===== src/rtl/agu_pkg.sv =====
package agu_pkg;
  typedef enum logic [2:0] {
    AM_PLAIN = 3'd0,
    AM_INC   = 3'd1,
    AM_DEC   = 3'd2,
    AM_OFF   = 3'd3,
    AM_IDX   = 3'd4,
    AM_PUSH  = 3'd5,
    AM_POP   = 3'd6,
    AM_SHORT = 3'd7
  } agu_mode_e;
endpackage


===== src/rtl/agu_regfile.sv =====
module agu_regfile #(
  parameter int AW   = 16,
  parameter int NPTR = 5,
  localparam int IW  = $clog2(NPTR),
  localparam int LW  = $clog2(NPTR + 2)
) (
  input  logic                     clk,
  input  logic                     rst_n,
  input  logic                     ld_en,
  input  logic [LW-1:0]            ld_sel,
  input  logic [AW-1:0]            ld_data,
  input  logic                     wr0_en,
  input  logic [IW-1:0]            wr0_idx,
  input  logic [AW-1:0]            wr0_val,
  input  logic                     wr1_en,
  input  logic [IW-1:0]            wr1_idx,
  input  logic [AW-1:0]            wr1_val,
  output logic [NPTR-1:0][AW-1:0]  ptrs,
  output logic [AW-1:0]            offset,
  output logic [AW-1:0]            modifier
);
  localparam logic [LW-1:0] SEL_OFF = LW'(NPTR);
  localparam logic [LW-1:0] SEL_MOD = LW'(NPTR + 1);

  logic [AW-1:0] ptr_q  [NPTR];
  logic [AW-1:0] ptr_d  [NPTR];
  logic          ptr_we [NPTR];
  logic [AW-1:0] off_q, mod_q;
  logic          off_we, mod_we;

  // next state: port 1, then port 0 over it, then the load over both
  always_comb begin
    for (int i = 0; i < NPTR; i++) begin
      ptr_we[i] = 1'b0;
      ptr_d[i]  = ptr_q[i];
      if (wr1_en && wr1_idx == IW'(i)) begin
        ptr_we[i] = 1'b1;
        ptr_d[i]  = wr1_val;
      end
      if (wr0_en && wr0_idx == IW'(i)) begin
        ptr_we[i] = 1'b1;
        ptr_d[i]  = wr0_val;
      end
      if (ld_en && ld_sel == LW'(i)) begin
        ptr_we[i] = 1'b1;
        ptr_d[i]  = ld_data;
      end
    end
    off_we = ld_en && (ld_sel == SEL_OFF);
    mod_we = ld_en && (ld_sel == SEL_MOD);
  end

  for (genvar g = 0; g < NPTR; g++) begin : g_ptr
    always_ff @(posedge clk or negedge rst_n) begin
      if (!rst_n)          ptr_q[g] <= '0;
      else if (ptr_we[g])  ptr_q[g] <= ptr_d[g];
    end
    assign ptrs[g] = ptr_q[g];
  end

  always_ff @(posedge clk or negedge rst_n) begin
    if (!rst_n)      off_q <= '0;
    else if (off_we) off_q <= ld_data;
  end

  always_ff @(posedge clk or negedge rst_n) begin
    if (!rst_n)      mod_q <= '1;
    else if (mod_we) mod_q <= ld_data;
  end

  assign offset   = off_q;
  assign modifier = mod_q;
endmodule


===== src/rtl/agu_addr_alu.sv =====
module agu_addr_alu
  import agu_pkg::*;
#(
  parameter int AW        = 16,
  parameter int NPTR      = 5,
  parameter int SW        = 6,
  parameter bit MODULO_EN = 1'b1,
  localparam int IW       = $clog2(NPTR)
) (
  input  logic           en,
  input  logic [IW-1:0]  sel,
  input  agu_mode_e      mode,
  input  logic           sel_ok,
  input  logic [AW-1:0]  ptr,
  input  logic [AW-1:0]  sp,
  input  logic [AW-1:0]  offset,
  input  logic [AW-1:0]  modifier,
  input  logic [SW-1:0]  short_addr,
  output logic [AW-1:0]  addr,
  output logic           wr_en,
  output logic [IW-1:0]  wr_idx,
  output logic [AW-1:0]  wr_val
);
  localparam logic [IW-1:0] SP_IDX = IW'(NPTR - 1);

  logic signed [AW+1:0] delta, rel, sum, size;
  logic [AW-1:0]        mask, lin_val, wrap_val, post_val;
  logic                 post_mode, wrap_on;

  always_comb begin
    post_mode = (mode == AM_INC) || (mode == AM_DEC) || (mode == AM_OFF);
    unique case (mode)
      AM_INC:  delta = 'sd1;
      AM_DEC:  delta = -'sd1;
      default: delta = {{2{offset[AW-1]}}, offset};
    endcase
    lin_val = ptr + delta[AW-1:0];
    // block mask: all ones up to the top set bit of the modifier
    mask[AW-1] = modifier[AW-1];
    for (int b = AW - 2; b >= 0; b--) mask[b] = mask[b+1] | modifier[b];
    rel  = {2'b00, ptr & mask};
    size = {2'b00, modifier} + 'sd1;
    sum  = rel + delta;
    if (sum > $signed({2'b00, modifier})) sum = sum - size;
    else if (sum < 0)                     sum = sum + size;
    wrap_val = (ptr & ~mask) | (sum[AW-1:0] & mask);
    wrap_on  = MODULO_EN && (modifier != '1);
  end

  if (MODULO_EN) begin : g_mod
    assign post_val = wrap_on ? wrap_val : lin_val;
  end else begin : g_lin
    assign post_val = lin_val;
  end

  always_comb begin
    addr   = '0;
    wr_en  = 1'b0;
    wr_idx = sel;
    wr_val = post_val;
    if (en) begin
      unique case (mode)
        AM_PLAIN, AM_INC, AM_DEC, AM_OFF: begin
          addr  = sel_ok ? ptr : '0;
          wr_en = sel_ok && post_mode;
        end
        AM_IDX:   addr = sel_ok ? ptr + offset : '0;
        AM_PUSH: begin
          addr   = sp - 1'b1;
          wr_en  = 1'b1;
          wr_idx = SP_IDX;
          wr_val = sp - 1'b1;
        end
        AM_POP: begin
          addr   = sp;
          wr_en  = 1'b1;
          wr_idx = SP_IDX;
          wr_val = sp + 1'b1;
        end
        default:  addr = AW'(short_addr);
      endcase
    end
  end
endmodule


===== src/rtl/dual_agu.sv =====
module dual_agu
  import agu_pkg::*;
#(
  parameter int AW   = 16,
  parameter int NPTR = 5,
  parameter int SW   = 6,
  localparam int IW  = $clog2(NPTR),
  localparam int LW  = $clog2(NPTR + 2)
) (
  input  logic           clk,
  input  logic           rst_n,
  input  logic           ld_en,
  input  logic [LW-1:0]  ld_sel,
  input  logic [AW-1:0]  ld_data,
  input  logic           p0_en,
  input  logic [IW-1:0]  p0_sel,
  input  logic [2:0]     p0_mode,
  input  logic [SW-1:0]  p0_short,
  input  logic           p1_en,
  input  logic [IW-1:0]  p1_sel,
  input  logic [2:0]     p1_mode,
  input  logic [SW-1:0]  p1_short,
  output logic [AW-1:0]  p0_addr,
  output logic [AW-1:0]  p1_addr
);
  logic [NPTR-1:0][AW-1:0] ptrs_q;
  logic [AW-1:0]           offset_q, modifier_q;
  logic [AW-1:0]           ptr_p [2];
  logic                    ok_p  [2];
  logic [IW-1:0]           sel_p [2];
  logic                    wr_en [2];
  logic [IW-1:0]           wr_idx[2];
  logic [AW-1:0]           wr_val[2];
  logic [AW-1:0]           addr_p[2];
  logic                    en_p  [2];
  agu_mode_e               mode_p[2];
  logic [SW-1:0]           short_p[2];

  assign sel_p[0] = p0_sel;  assign sel_p[1] = p1_sel;
  assign en_p[0]  = p0_en;   assign en_p[1]  = p1_en;
  assign mode_p[0] = agu_mode_e'(p0_mode);
  assign mode_p[1] = agu_mode_e'(p1_mode);
  assign short_p[0] = p0_short;  assign short_p[1] = p1_short;

  agu_regfile #(.AW(AW), .NPTR(NPTR)) u_regs (
    .clk(clk), .rst_n(rst_n),
    .ld_en(ld_en), .ld_sel(ld_sel), .ld_data(ld_data),
    .wr0_en(wr_en[0]), .wr0_idx(wr_idx[0]), .wr0_val(wr_val[0]),
    .wr1_en(wr_en[1]), .wr1_idx(wr_idx[1]), .wr1_val(wr_val[1]),
    .ptrs(ptrs_q), .offset(offset_q), .modifier(modifier_q)
  );

  for (genvar p = 0; p < 2; p++) begin : g_port
    always_comb begin
      ptr_p[p] = '0;
      ok_p[p]  = 1'b0;
      for (int i = 0; i < NPTR; i++) begin
        if (sel_p[p] == IW'(i)) begin
          ptr_p[p] = ptrs_q[i];
          ok_p[p]  = 1'b1;
        end
      end
    end

    // port 0 owns the modulo-capable ALU, port 1 the linear one
    agu_addr_alu #(.AW(AW), .NPTR(NPTR), .SW(SW), .MODULO_EN(p == 0)) u_alu (
      .en(en_p[p]), .sel(sel_p[p]), .mode(mode_p[p]), .sel_ok(ok_p[p]),
      .ptr(ptr_p[p]), .sp(ptrs_q[NPTR-1]), .offset(offset_q),
      .modifier(modifier_q), .short_addr(short_p[p]),
      .addr(addr_p[p]), .wr_en(wr_en[p]), .wr_idx(wr_idx[p]), .wr_val(wr_val[p])
    );
  end

  assign p0_addr = addr_p[0];
  assign p1_addr = addr_p[1];
endmodule


===== config.mk =====
export PLATFORM = sky130hd
export DESIGN_NAME = dual_agu
export DESIGN_NICKNAME = d
export VERILOG_FILES = /design/src/rtl/agu_pkg.sv /design/src/rtl/agu_regfile.sv /design/src/rtl/agu_addr_alu.sv /design/src/rtl/dual_agu.sv
export SDC_FILE = /design/constraint.sdc
export NUM_CORES = 1
export LEC_CHECK = 0
export BUFFER_PORTS_ARGS = -buffer_cell sky130_fd_sc_hd__buf_2
export CORE_MARGIN = 2
export CORE_UTILIZATION = 45
export DETAILED_ROUTE_END_ITERATION = 6
export PLACE_DENSITY_LB_ADDON = 0.12
export REMOVE_ABC_BUFFERS = 1
export SYNTH_ARGS = -nofsm -noshare
export SYNTH_HDL_FRONTEND = slang
export SYNTH_SLANG_ARGS = --single-unit

===== constraint.sdc =====
create_clock -name clk -period 11.2 [get_ports clk]
set_input_delay 0.56 -clock clk [delete_from_list [all_inputs] [get_ports clk]]
set_output_delay 0.56 -clock clk [all_outputs]
set_load 0.02 [all_outputs]

==> results of run 1 <==
cells in the final DEF (no fill, tap or decap), types with 22 or more instances in the layout:
cell | netlist | final
o22ai_1 | 27 | 27
nor3_1 | 63 | 61
a21oi_1 | 169 | 169
nand2_1 | 197 | 197
buf_4 | 2 | 24
mux2_2 | 35 | 35
xor2_1 | 31 | 31
a21o_1 | 35 | 35
nor2_1 | 231 | 230
mux4_2 | 30 | 30
a211oi_1 | 32 | 31
ha_1 | 127 | 127
dfrtp_1 | 96 | 96
nand3_1 | 53 | 53
and3_1 | 25 | 25
a22oi_1 | 56 | 56
xnor2_1 | 68 | 68
o21ai_0 | 224 | 224
inv_1 | 101 | 101
o221ai_1 | 27 | 27
a31oi_1 | 25 | 25
buf_2 | 10 | 78
a221oi_1 | 22 | 22
registers in the layout, indices dropped and copies added, names as in the netlist:
register,cells
u_regs.ptrs,80
u_regs.offset,16
u_regs.modifier,16
power groups by stage:
| stage | Sequential, W | Combinational [W] | Clock [W] |
|---|---|---|---|
| floorplan | 0.000747 | 0.00270 | 0 |
| global placement | 0.000860 | 0.00365 | 0 |
| detailed placement | 0.000863 | 0.00369 | 0 |
| CTS | 0.000857 | 0.00371 | 0.000395 |
| global route | 0.000890 | 0.00413 | 0.000410 |
| finish | 0.000877 | 0.00381 | 0.000395 |
through the flow:
step                      setup WS (ns)  instances  instance area, um^2  utilization (%)  hold slack (ns)
after CTS                          2.89       2584                16900             48.6            0.228
after detailed placement           2.95       2568                16500             47.6            0.499
after global placement             3.10       2568                16500             47.6            0.489
after global routing               1.99       2584                16900             48.6            0.247
final                              2.57       2585                16900             48.6            0.203
after floorplan                    4.66       2011                15400                -            0.264
routing by layer:
layer	wire (um)	GRT usage, %
met2	28800	54.4
met5	0	0
met4	3270	15.4
met1	28300	51.9
met3	7920	7.03
worst min-delay path by stage:
stage | slack [ns] | cells past startpoint | end | startpoint
after floorplan | 0.26 | 0 | u_regs.offset[0] | rst_n
after global placement | 0.49 | 1 | u_regs.ptrs[36] | u_regs.ptrs[36]
after detailed placement | 0.50 | 1 | u_regs.ptrs[35] | u_regs.ptrs[35]
after CTS | 0.23 | 1 | u_regs.offset[12] | rst_n
after global routing | 0.25 | 1 | u_regs.offset[14] | rst_n
final | 0.20 | 1 | u_regs.offset[12] | rst_n
critical path: stages, from the launching register on:
cell	delay, ns
dfstp_2	0.46
nor4_1	0.43
nand4_1	0.33
nor3_1	0.39
nand2_1	0.25
nor4_1	0.40
nor2_1	0.10
ha_1	0.26
fa_1	0.50
a211oi_1	0.39
o211ai_1	0.20
a21oi_1	0.42
a21oi_1	0.19
xnor2_1	0.28
inv_1	0.13
ha_1	0.32
a21o_1	0.18
a2111oi_2	0.37
o21bai_1	0.15
a221o_1	0.36
a31oi_1	0.23
o22a_1	0.73
o221ai_1	0.22
a22oi_1	0.24
o21ai_1	0.11
a221oi_2	0.58
o221ai_1	0.22
logic make-up (layout without fill, tap and decap cells):
logic type / count (synthesis) / in the layout / synth area share, %
and+or+nand+nor: 689 / 689 / 19.8
DFF: 112 / 112 / 17.7
other: 0 / 1 / 0
adders and majority gates: 134 / 134 / 10.9
buffers and inverters: 240 / 219 / 5.92
muxes: 76 / 76 / 7.44
xor gates and xnor gates: 99 / 99 / 5.45
AOI/OAI and AO/OA: 800 / 800 / 32.8
area by class of cell:
| class | count | area share, % |
|---|---|---|
| sequential | 112 | 16.7 |
| inverter | 101 | 2.25 |
| tap | 455 | 3.37 |
| antenna | 1 | 0.0148 |
| clock buffer | 10 | 1.36 |
| timing repair buffer | 102 | 3.38 |
| clock inverter | 6 | 0.689 |
| multi-input combinational | 1798 | 72.2 |
==> results.txt, run 1 <==
number of max-cap violations -> 0
antenna violations before repair -> 0
Hold Fails Final Rpt -> 0
reg2reg path depth -> 26
initial drt markers -> 2751
number of synthesized flops with an enable pin -> 0
die width -> 192 um
Setup Buffers After CTS -> 0
GRT overflow -> 0
Area growth syn-to-layout -> 6.03%
R2R Setup Slk -> 2.57 ns
fmax -> 116 MHz
Min Clock Period, post-route -> 8.63 ns
port buffer count -> 79
Post-synth top cells -> nor2_1, o21ai_0, nand2_1
Worst setup EP type -> flip-flop
LEAKAGE -> 7.21 nW
top cells by area, synth -> dfrtp_1, ha_1, o21ai_0, nor2_1, a21oi_1
DRC -> 0
Arrival @ worst endpoint -> 8.84 ns
Final setup viols -> 0
P per Cell Area -> 301 nW/um^2
HPWL Detailed -> 52.8 mm
maximum vdd drop -> 0.000150 V
Die Area -> 36900 um^2
Slew @ Worst Pin -> 1.31 ns
CP Capture Point -> u_regs.ptrs[43]
vias in the first global route -> 16300
RSZ-0062 raised after global routing -> no
Post-Syn Area -> 15900 um^2
NumNets Final -> 2306
Clock Skew -> 0.0148 ns
status -> complete, no violations
Top-Level Pins -> 80
Synth warnings -> 0
first-pass GRT wire length -> 102 mm
async set or reset register ratio after synthesis -> 100%
row cnt -> 68
via count -> 17900
Tcrit/Tclk final -> 77.0%
part of the power in registers -> 17.3%
Startpoint Class -> flip-flop
CP startpoint -> u_regs.modifier[15]
Reg area -> 2820 um^2
Sw Ratio -> 55.1%
Primary FF master, synth -> dfrtp_1
Crit Reg-Reg Startpoint -> u_regs.modifier[15]
leading area contributor after synthesis -> dfrtp_1
reg2reg end -> u_regs.ptrs[43]
TritonCTS buffer count -> 9
hold-fix buffers at CTS -> 0
register area share after synthesis -> 17.7%
#FFs+latches synth -> 112
Initial Util -> 45.9%
antenna-violating nets left -> 0
core area -> 34700 um^2
Pwr Total -> 0.00508 W
Num Clock Sinks -> 112
top-count cell post-synth -> nor2_1
CP Data Required Time -> 11.41 ns
Layout fillers -> 3499
total routed wirelength -> 68.4 mm
cts repair resizes -> 0
area of the multi-input gates -> 12200 um^2
root buffer cell -> clkbuf_16
Mapped Cells -> 2150
switching power -> 0.00280 W
crit-path max FO -> 15
share of cells above drive strength 1 -> 11.4%
GRT Util Overall -> 36.7%
DRT Pass-1 Iters -> 7
CTS H-tree depth -> 3
CTS max path bufs -> 2
Final Max Tran Viols -> 0
pin count of the biggest net entering global routing -> 68
DR WL/cell -> 26.4 um
Clock Latency Late Sink -> 0.38 ns
Worst Hold Class -> in2async
internal power -> 0.00228 W
clock power share -> 7.8%
RePlAce Congestion -> 1.01
top-area cell type share of the netlist area -> 15.1%
Setup TNS -> 0 ns
distinct cell type count after synthesis -> 84
Gate power share -> 75.0%
Setup Crit Path Kind -> reg2reg
Clock Pin Slew Worst Setup and Hold Paths -> 0.09 ns
DR vias/cell -> 6.93
CTS tree -> yes
Die Ht -> 192 um
slew margin rel. -> 12.0%
Synth Area per Inst -> 7.41 um^2
Power figures use the tool's default switching activity.
==> inputs of run 2 (changes only) <==
clock period = 8.1 ns   (was 11.2 ns; I/O delays follow)
==> run 2 against run 1 <==
The run now ends with design-rule violations left. Sequential cell count is the same. Maximum frequency increased by 16%. Die area is the same. Clock skew down 0.0020 ns. Clock power increased by 17%. First-iteration DRC count down 0.58%. Utilization increased by 0.47 points. Via count is 1.5% higher. Largest power group unchanged.
==> results.txt, run 2 (synthesis gave the netlist of run 1 again) <==
status -> complete, but fails checks (was complete, no violations)
failing checks -> design-rule violations
core area -> 34700 um^2 (unchanged)
Die Ht -> 192 um (unchanged)
RePlAce Congestion -> 1.03 (was 1.01)
Area after DPL -> 16700 um^2 (was 16500 um^2)
Num Clock Sinks -> 112 (unchanged)
Placed Cells -> 2595 (was 2568)
GRT met2 Usage -> 56.3% (was 54.4%)
P per Cell Area -> 415 nW/um^2 (was 301 nW/um^2)
reg2reg end -> u_regs.ptrs[43] (unchanged)
Non-Filler Instances -> 2612 (was 2585)
Slowest-stage cell, CP -> a221oi_2 (was o22a_1)
die width -> 192 um (unchanged)
TritonCTS buffer count -> 9 (unchanged)
maximum vdd drop -> 0.000200 V (was 0.000150 V)
Setup Crit Path Kind -> reg2reg (unchanged)
pre-CTS WS -> 0.357 ns (was 2.95 ns)
HPWL Detailed -> 54.9 mm (was 52.8 mm)
Clock Skew -> 0.0128 ns (was 0.0148 ns)
Hold Fails Final Rpt -> 0 (unchanged)
first-pass GRT wire length -> 105 mm (was 102 mm)
DRT Pass-1 Iters -> 7 (unchanged)
number of max-cap violations -> 0 (unchanged)
share of cells above drive strength 1 -> 12.8% (was 11.4%)
via count -> 18200 (was 17900)
Die Area -> 36900 um^2 (unchanged)
Setup Buffers After CTS -> 0 (unchanged)
pin count of the biggest net entering global routing -> 63 (was 68)
slew margin rel. -> 4.53% (was 12.0%)
post-layout util -> 49.1% (was 48.6%)
Clock Latency Late Sink -> 0.39 ns (was 0.38 ns)
antenna-violating nets left -> 0 (unchanged)
Layout fillers -> 3480 (was 3499)
port buffer count -> 79 (unchanged)
total routed wirelength -> 71.0 mm (was 68.4 mm)
final setup margin -> 0.649 ns (was 2.57 ns)
CTS H-tree depth -> 3 (unchanged)
DR WL/cell -> 27.2 um (was 26.4 um)
vias in the first global route -> 16600 (was 16300)
GRT Util Overall -> 38.3% (was 36.7%)
CTS tree -> yes (unchanged)
antenna violations before repair -> 1 (was 0)
crit-path max FO -> 14 (was 15)
Arrival @ worst endpoint -> 7.67 ns (was 8.84 ns)
Setup TNS -> 0 ns (unchanged)
Critical Path Max Stage Delay -> 0.50 ns (was 0.73 ns)
GRT overflow -> 0 (unchanged)
Crit Reg-Reg Startpoint -> u_regs.modifier[15] (unchanged)
Slew @ Worst Pin -> 1.42 ns (was 1.31 ns)
reg2reg path depth -> 26 (unchanged)
initial drt markers -> 2735 (was 2751)
Final setup viols -> 0 (unchanged)
max reg flops -> 80 (unchanged)
Worst setup EP type -> flip-flop (unchanged)
Worst Hold Class -> in2async (unchanged)
most common cell after layout, fill and taps aside -> nor2_1 (unchanged)
RSZ-0062 raised after global routing -> no (unchanged)
met1 global-route usage -> 53.0% (was 51.9%)
Area growth syn-to-layout -> 7.05% (was 6.03%)
Tcrit/Tclk final -> 92.0% (was 77.0%)
post-layout instance area -> 17000 um^2 (was 16900 um^2)
GRT busiest layer -> met2 (unchanged)
CP Data Required Time -> 8.32 ns (was 11.41 ns)
Top-Level Pins -> 80 (unchanged)
Startpoint Class -> flip-flop (unchanged)
met3 GRT Util -> 8.40% (was 7.03%)
DR vias/cell -> 6.96 (was 6.93)
Clock Pin Slew Worst Setup and Hold Paths -> 0.09 ns (about the same)
most frequent cells in the layout -> nor2_1, o21ai_0, nand2_1 (unchanged)
fmax -> 134 MHz (was 116 MHz)
CTS max path bufs -> 2 (unchanged)
Initial Util -> 45.9% (unchanged)
Final Max Tran Viols -> 0 (unchanged)
NumNets Final -> 2333 (was 2306)
row cnt -> 68 (unchanged)
R2R Setup Slk -> 0.65 ns (was 2.57 ns)
DRC -> 2 (was 0)
LEAKAGE -> 7.32 nW (was 7.21 nW)
root buffer cell -> clkbuf_16 (unchanged)
Min Clock Period, post-route -> 7.45 ns (was 8.63 ns)
run 2: report_power, final:
part           switching [W]  internal, W  total, W
logic                0.00328      0.00213   0.00541
clock network       0.000248     0.000213  0.000461
registers           0.000403     0.000795   0.00120
total                0.00393      0.00314   0.00707
run 2: worst max path at each step:
| stage | startpoint | end | slack, ns |
|---|---|---|---|
| after floorplan | u_regs.modifier[15] | u_regs.ptrs[43] | 1.64 |
| after global placement | u_regs.modifier[15] | u_regs.ptrs[26] | 0.54 |
| after detailed placement | u_regs.modifier[15] | u_regs.ptrs[59] | 0.36 |
| after CTS | u_regs.modifier[15] | u_regs.ptrs[43] | 0.33 |
| after global routing | u_regs.modifier[15] | u_regs.ptrs[26] | 0.03 |
| final | u_regs.modifier[15] | u_regs.ptrs[43] | 0.65 |
run 2: repair_timing:
action,4_1_cts,5_1_grt
resized for setup,0,5
setup endpoints to repair,0,74
hold endpoints to repair,0,0
hold buffers,0,0
run 2: worst max-delay path, delay by kind of cell, from the launching register on:
family / cells / cell delay [ns]
flops: 1 / 0.45
simple gates: 6 / 1.54
buf+inv: 1 / 0.12
compound gates: 15 / 3.88
fa+ha+maj: 3 / 1.06
xor+xnor: 1 / 0.23
run 2: area by class of cell:
| cell class | instances | area, um^2 | area share [%] |
|---|---|---|---|
| Antenna cell | 1 | 2.50 | 0.0147 |
| Clock buffer | 9 | 225 | 1.32 |
| Clock inverter | 7 | 57.6 | 0.338 |
| Inverter | 101 | 379 | 2.22 |
| Multi-Input combinational cell | 1798 | 12200 | 71.7 |
| Sequential cell | 112 | 2820 | 16.6 |
| Tap cell | 455 | 569 | 3.34 |
| Timing Repair Buffer | 129 | 773 | 4.54 |
run 2: layer usage:
metal,routed length (um),vias up
li1,-,7990
met1,29000,8663
met2,29800,1307
met3,8450,219
met4,3730,0
met5,0,-
run 2: metrics by stage:
stage | total power (W) | hold WS (ns)
finish | 0.00707 | 0.0889
global route | 0.00758 | 0.133
CTS | 0.00690 | 0.111
detailed placement | 0.00642 | 0.505
global placement | 0.00636 | 0.490
floorplan | 0.00477 | 0.109
